<file path="src/rtl/cdiv_pkg.sv">
package cdiv_pkg;

   // Map a ratio code to the counter tap it uses; tap positions at or above
   // skip are shifted up by one so that one power of two is left out.
   function automatic int tap_of(input int code, input int skip);
      return (code < skip) ? code : code + 1;
   endfunction

   // Length of one phase, in source cycles, for a given tap (0 for the pass-through).
   function automatic int half_len(input int tap);
      return (tap == 0) ? 0 : (1 << (tap - 1));
   endfunction

endpackage

</file>
<file path="src/rtl/cdiv_counter.sv">
module cdiv_counter #(
   parameter int CNT_W = 8
) (
   input  logic             clk,
   input  logic             rst_n,
   output logic [CNT_W-1:0] cnt_nxt
);

   logic [CNT_W-1:0] cnt_q;

   assign cnt_nxt = cnt_q + CNT_W'(1);

   always_ff @(posedge clk or negedge rst_n) begin
      if (!rst_n) cnt_q <= '0;
      else        cnt_q <= cnt_nxt;
   end

endmodule

</file>
<file path="src/rtl/cdiv_sel_ctrl.sv">
module cdiv_sel_ctrl #(
   parameter int SEL_W    = 3,
   parameter int CNT_W    = 8,
   parameter int SKIP_TAP = 6
) (
   input  logic             clk,
   input  logic             rst_n,
   input  logic             wr_en,
   input  logic [SEL_W-1:0] wr_sel,
   input  logic [CNT_W-1:0] cnt_nxt,
   output logic [SEL_W-1:0] act_q,
   output logic [SEL_W-1:0] act_d
);

   localparam int NUM_SEL = 1 << SEL_W;

   logic [CNT_W-1:0] mask [NUM_SEL];
   logic             pend_q;
   logic [SEL_W-1:0] pend_sel_q;
   logic [SEL_W-1:0] act_sel_q;
   logic             aligned;
   logic             apply;

   // Low-order counter bits that must all be zero at a period boundary.
   for (genvar g = 0; g < NUM_SEL; g++) begin : g_mask
      localparam int TAP = cdiv_pkg::tap_of(g, SKIP_TAP);
      assign mask[g] = CNT_W'((64'd1 << TAP) - 64'd1);
   end

   assign aligned = ((cnt_nxt & (mask[act_sel_q] | mask[pend_sel_q])) == '0);
   assign apply   = pend_q && aligned;
   assign act_d   = apply ? pend_sel_q : act_sel_q;
   assign act_q   = act_sel_q;

   always_ff @(posedge clk or negedge rst_n) begin
      if (!rst_n) begin
         pend_q     <= 1'b0;
         pend_sel_q <= '0;
         act_sel_q  <= '0;
      end else begin
         act_sel_q <= act_d;
         pend_q    <= wr_en | (pend_q & ~apply);
         if (wr_en) pend_sel_q <= wr_sel;
      end
   end

endmodule

</file>
<file path="src/rtl/cdiv_phase_gen.sv">
module cdiv_phase_gen #(
   parameter int SEL_W    = 3,
   parameter int CNT_W    = 8,
   parameter int SKIP_TAP = 6
) (
   input  logic             clk,
   input  logic             rst_n,
   input  logic [CNT_W-1:0] cnt_nxt,
   input  logic [SEL_W-1:0] sel_nxt,
   output logic             src_q,
   output logic             ph_q,
   output logic             en_q
);

   localparam int NUM_SEL = 1 << SEL_W;

   logic [NUM_SEL-1:0] hi_bit;
   logic [NUM_SEL-1:0] start;
   logic [NUM_SEL-1:0] is_src;

   for (genvar g = 0; g < NUM_SEL; g++) begin : g_tap
      localparam int TAP = cdiv_pkg::tap_of(g, SKIP_TAP);
      if (TAP == 0) begin : g_pass
         assign hi_bit[g] = 1'b0;
         assign start[g]  = 1'b1;
         assign is_src[g] = 1'b1;
      end else begin : g_div
         assign hi_bit[g] = ~cnt_nxt[TAP-1];
         assign start[g]  = (cnt_nxt[TAP-1:0] == '0);
         assign is_src[g] = 1'b0;
      end
   end

   always_ff @(posedge clk or negedge rst_n) begin
      if (!rst_n) begin
         src_q <= 1'b1;
         ph_q  <= 1'b0;
         en_q  <= 1'b0;
      end else begin
         src_q <= is_src[sel_nxt];
         ph_q  <= hi_bit[sel_nxt];
         en_q  <= start[sel_nxt];
      end
   end

endmodule

</file>
<file path="src/rtl/cdiv_clk_mux.sv">
module cdiv_clk_mux (
   input  logic clk_in,
   input  logic use_src,
   input  logic ph,
   output logic clk_out
);

   // AND-OR form: the select only moves at a rising source edge while the
   // divided phase register is low, so neither leg can produce a runt.
   assign clk_out = (use_src & clk_in) | (~use_src & ph);

endmodule

</file>
<file path="src/rtl/cpu_clk_div.sv">
module cpu_clk_div #(
   parameter int SEL_W    = 3,
   parameter int CNT_W    = 8,
   parameter int SKIP_TAP = 6
) (
   input  logic             clk_src,
   input  logic             rst_n,
   input  logic             cfg_wr,
   input  logic [SEL_W-1:0] cfg_sel,
   output logic             clk_div,
   output logic             clk_en
);

   localparam int MAX_TAP = cdiv_pkg::tap_of((1 << SEL_W) - 1, SKIP_TAP);

   if (SEL_W < 1) begin : g_bad_sel
      $error("SEL_W must be at least 1");
   end
   if (CNT_W < MAX_TAP) begin : g_bad_cnt
      $error("CNT_W too narrow for the largest ratio");
   end
   if (SKIP_TAP < 1) begin : g_bad_skip
      $error("SKIP_TAP must leave the pass-through ratio in place");
   end

   logic [CNT_W-1:0] cnt_nxt;
   logic [SEL_W-1:0] act_sel_q;
   logic [SEL_W-1:0] act_sel_d;
   logic             src_q;
   logic             ph_q;

   cdiv_counter #(.CNT_W(CNT_W)) u_cnt (
      .clk     (clk_src),
      .rst_n   (rst_n),
      .cnt_nxt (cnt_nxt)
   );

   cdiv_sel_ctrl #(.SEL_W(SEL_W), .CNT_W(CNT_W), .SKIP_TAP(SKIP_TAP)) u_sel (
      .clk     (clk_src),
      .rst_n   (rst_n),
      .wr_en   (cfg_wr),
      .wr_sel  (cfg_sel),
      .cnt_nxt (cnt_nxt),
      .act_q   (act_sel_q),
      .act_d   (act_sel_d)
   );

   cdiv_phase_gen #(.SEL_W(SEL_W), .CNT_W(CNT_W), .SKIP_TAP(SKIP_TAP)) u_ph (
      .clk     (clk_src),
      .rst_n   (rst_n),
      .cnt_nxt (cnt_nxt),
      .sel_nxt (act_sel_d),
      .src_q   (src_q),
      .ph_q    (ph_q),
      .en_q    (clk_en)
   );

   cdiv_clk_mux u_mux (
      .clk_in  (clk_src),
      .use_src (src_q),
      .ph      (ph_q),
      .clk_out (clk_div)
   );

endmodule

</file>
<file path="config.mk">
export PLATFORM = sky130hd
export DESIGN_NAME = cpu_clk_div
export DESIGN_NICKNAME = d
export VERILOG_FILES = /design/src/rtl/cdiv_pkg.sv /design/src/rtl/cdiv_counter.sv /design/src/rtl/cdiv_sel_ctrl.sv /design/src/rtl/cdiv_phase_gen.sv /design/src/rtl/cdiv_clk_mux.sv /design/src/rtl/cpu_clk_div.sv
export SDC_FILE = /design/constraint.sdc
export NUM_CORES = 1
export LEC_CHECK = 0
export ABC_AREA = 1
export BUFFER_PORTS_ARGS = -buffer_cell sky130_fd_sc_hd__buf_2
export CAP_MARGIN = 20
export CORE_ASPECT_RATIO = 0.8
export CORE_UTILIZATION = 40
export DETAILED_ROUTE_END_ITERATION = 6
export GPL_TIMING_DRIVEN = 0
export PLACE_DENSITY = 0.61
export SETUP_SLACK_MARGIN = 0.1
export SYNTH_ARGS = -nofsm -noshare
export SYNTH_HDL_FRONTEND = slang
export SYNTH_SLANG_ARGS = --single-unit
</file>
<file path="constraint.sdc">
create_clock -name clk_src -period 2.4 [get_ports clk_src]
set_input_delay 0.36 -clock clk_src [delete_from_list [all_inputs] [get_ports clk_src]]
set_output_delay 0.36 -clock clk_src [all_outputs]
set_load 0.005 [all_outputs]
</file>
# Word level (Yosys, flattened, before mapping)
# Memory sizes are Yosys's and may differ from the RTL's. A register that Yosys moved wholly into a read port is not among the register bits.
# Cells that the tools add are included.
# W data, S select, Z words.
# totals
ff_bits	17
latchBits	0
ramBits	0
mem_bits_ro	136
mem_count	3
# classes
addsub	1
mul	0
div_mod_pow	0
magnitude_cmp	3
eq_ne	0
shifts	0
n_mux	9
bitwise	18
n_reduce_logical	9
# mem_list
memory	words	width	read_ports	rd_clocked_by_memory_dff	wr	line	source
(no name shown)	8	8	1	0	0	cdiv_sel_ctrl.sv:30	assign aligned = ((cnt_nxt & (mask[act_sel_q] | mask[pend_sel_q])) == '0);
(no name shown)	8	8	1	0	0	cdiv_sel_ctrl.sv:30	
(no name shown)	8	1	1	1	0	cdiv_phase_gen.sv:40	src_q <= is_src[sel_nxt];
# op_table
cell	count
$mux W8	4
$logic_not A8 Y1	2
$not A1 Y1	9
$add A8 B1 Y8 const B	1
$and A8 B8 Y8	1
$ge A4 B4 Y1 const B	2
$not A3 Y4	2
$or A8 B8 Y8	1
$logic_not A7 Y1	1
$bmux W1 S3	2
$logic_not A5 Y1	1
$logic_not A4 Y1	1
$lt A3 B4 Y1 const B	1
$and A1 B1 Y1	3
$logic_not A3 Y1	1
$mux W3	1
$logic_not A2 Y1	1
$mux W1	2
$or A1 B1 Y1	2
$logic_and A1 B1 Y1	1
$logic_not A1 Y1	1

# Depth between registers and ports, before layout
# depth
word_depth	11
mapped_depth	16

# By module
# From an unflattened synthesis, not the netlist that was laid out.
# hier_totals
cells_unflattened	144
hier_area_um2	1002.2
# by_module_without_submodules
mod	n_inst	cells_per_inst	area_per_inst_um2	seq_area_each_um2
cdiv_sel_ctrl	1	63	426.7	175.2
cdiv_counter	1	36	335.3	200.2
cdiv_phase_gen	1	41	225.2	76.3
cdiv_clk_mux	1	4	15.0	0.0

==> results.yml <==
worst_setup_path:
  cp-end-kind: "output pin"
  r2r-end: "u_ph.en_q$_DFF_PN0_"
  rrSetupSlack_ns: 0.31
  crit_path_cell_trace: "clkbuf_4, clkbuf_4, mux2_2, buf_2"
  cp-start-kind: "clock port"
  cp_common_cell: "clkbuf_4"
  cp_max_fo: 2
  cp.arrival_ns: 1.80
  crit_family: "buffers and inverters"
  crit_type: "clock port to output pin"
  rr_startpoint: "u_cnt.cnt_q[0]$_DFF_PN0_"
  worst_path_max_delay_cell: "mux2_2"
  cp.required_ns: 2.04
  path_buf_inv: 3
  rr_worst_depth: 12
  slowest_delay_ns: 0.25
logic_synthesis:
  synth-seq-cells: 18
  synth_area_per_cell_um2: 7.92
  synthCells: 135
  ys_async_sr_fraction_pct: 100
  synth_edf_count: 0
  yosys_warnings: 0
  synth_area_um2: 1070
  synth_fp_nets: 143
  yosysUniqueCellTypes: 25
  synthFlopType: "dfrtp_1"
  ys_seq_area_share_pct: 42.2
layout:
  multi_input_area_um2: 558
  drive_gt1_share_pct: 25.3
  layout_common_cells: "nand2_1, nand3_1, dfrtp_1"
  syn2layout_area_growth_pct: 14.0
  n_antenna_cell: 0
  fillerInstances: 273
  seqCellArea_um2: 453
  final_common_cell: "nand2_1"
  nets: 159
routing:
  drt_first_pass_iters: 4
  final_antenna_net_count: 0
  drc: 0
  vias: 898
  drtIter0Drc: 30
  drt-wirelength-per-cell_um: 10.9
  wl_um: 2030
  routed_via_density: 4.83
worst_hold_path:
  hold_class: "primary input to register"
  min_from: "cfg_sel[1]"
  hold_path_depth: 3
  whs_endpoint: "u_sel.pend_sel_q[1]$_DFFE_PN0P_"
timing:
  final-setup-viol-count: 0
  skew_ns: 0.00345
  slew_headroom_pct: 72.4
  worst_pin_slew_ns: 0.414
  fin_tns_setup_ns: 0
  finalMaxSlewViolations: 0
  grt_setup_unrepaired: "no"
  finalHoldViolations: 0
power_and_ir_drop:
  leakagePower_nw: 0.592
  p_total_mw: 1.09
  vdd_drop_max_v: 0.000596
  powerDensity_nw_per_um2: 889
cts:
  path_clk_slew_ns: 0.10
  insertion_delay_ns: 0.41
  cts_tree: "built"
floorplanning:
  start_util_pct: 43.1
  dieArea_um2: 2890
  die_h_um: 48.3
  pin_count: 8
  row_count: 16
  die_x_um: 59.8
  core-area_um2: 2480
global_routing:
  grt_usage_pct: 16.7
  grt_first_pass_wirelength_um: 3420
  grt_max_degree: 19
  grt_pass1_vias: 788
  antenna_found_initial: 0
  grt-ovfl-total: 0
job:
  maxCapViolations: 0
placement:
  dp.final_hpwl_um: 1560
  port_buffers: 7
  gp_congestion: 0.811
run_status:
  status: "finished, final reports clean"
[cells in the mapped netlist (2+ instances only)]
cell type  number  area, um2
ha_1            2       25.0
dfrtp_1        17        425
nand2_1        37        139
nor3_1          2       10.0
nand3_1        19       95.1
o21ai_1         2       10.0
nand4_1         3       18.8
nor2_1          6       22.5
o21ai_2         2       17.5
nor2_4          2       22.5
o22ai_1         2       12.5
nand2_2         9       56.3
inv_2           2       7.51
nor2_2          2       12.5
o21ai_0         5       25.0
inv_1          14       52.6
[metrics by stage]
| step | setup slack, ns | util, % | hold slack, ns | cells | instance area (um2) |
|---|---|---|---|---|---|
| 6_report | 0.241 | 49.1 | 0.146 | 186 | 1220 |
| 3_3_place_gp | 0.316 | 46.3 | 0.315 | 178 | 1150 |
| 4_1_cts | 0.239 | 49.1 | 0.134 | 186 | 1220 |
| 2_1_floorplan | 0.543 | - | 0.0644 | 135 | 1070 |
| 3_5_place_dp | 0.287 | 46.3 | 0.327 | 178 | 1150 |
| 5_1_grt | 0.135 | 49.1 | 0.153 | 186 | 1220 |
[routing by layer]
| layer | vias to the layer above | global-route usage (%) | wire length, um |
|---|---|---|---|
| met1 | 418 | 22.4 | 1050 |
| met5 | - | 0 | 0 |
| met4 | 0 | 4.19 | 12 |
| met2 | 10 | 26.0 | 920 |
| met3 | 2 | 5.84 | 54 |
| li1 | 468 | - | - |
[worst register-to-register path, stage by stage, from the launching register on]
cell     delay [ns]
dfrtp_2        0.46
ha_1           0.25
xor2_1         0.20
nand2_1        0.09
o21ai_0        0.09
nor2_2         0.20
nand4_1        0.28
nand2_4        0.17
nand2_1        0.06
nand2_1        0.05
nand2_1        0.05
nand2_1        0.05
nand2_1        0.05
[area by class of cell]
type	instances	share of cell area, %
multi-input combinational	101	45.7
clock buffer	8	5.23
inverter	16	4.92
tap	36	3.69
timing repair buffer	7	3.28
sequential	18	37.1
[registers in the layout, summed over array words and instances, names as in the netlist]
register,count
u_cnt.cnt_q,8
u_sel.act_q,3
u_sel.pend_sel_q,3
u_ph.en_q,1
u_ph.ph_q,1
u_ph.src_q,1
u_sel.pend_q,1
[timing repair]
action | CTS | global route
endpoints found under the hold margin | 17 | 0
buffers inserted | 0 | 0
hold buffers | 1 | 0
endpoints found under the setup margin | 0 | 2
gates resized for setup | 0 | 1
[worst max path at each step]
stage	startpoint	to	depth (start not counted)
3_5_place_dp	u_cnt.cnt_q[0]$_DFF_PN0_	u_ph.en_q$_DFF_PN0_	13
3_3_place_gp	u_cnt.cnt_q[0]$_DFF_PN0_	u_ph.en_q$_DFF_PN0_	13
4_1_cts	clk_src	clk_div	4
5_1_grt	u_cnt.cnt_q[0]$_DFF_PN0_	u_ph.en_q$_DFF_PN0_	13
2_1_floorplan	u_cnt.cnt_q[0]$_DFF_PN0_	u_ph.en_q$_DFF_PN0_	12
6_report	clk_src	clk_div	4
[where the power goes]
| part | internal [mW] | switching (mW) | leakage, nW |
|---|---|---|---|
| combinational | 0.144 | 0.252 | 0.334 |
| clock | 0.167 | 0.119 | 0.0427 |
| sequential | 0.361 | 0.0427 | 0.215 |
[kinds of logic (layout without fill, tap and decap cells)]
logic type               Yosys count  in the layout  synth area share [%]
multiplexers                       1              1                  1.05
XOR/XNOR                           2              2                  1.64
flip-flops                        18             18                  42.2
buffers and inverters             16             31                  5.61
AO/OA/AOI/OAI                     13             13                  8.30
AND/OR/NAND/NOR                   83             83                  38.8
adder cells (fa/ha/maj)            2              2                  2.34
(Power assumes the default switching activity.)
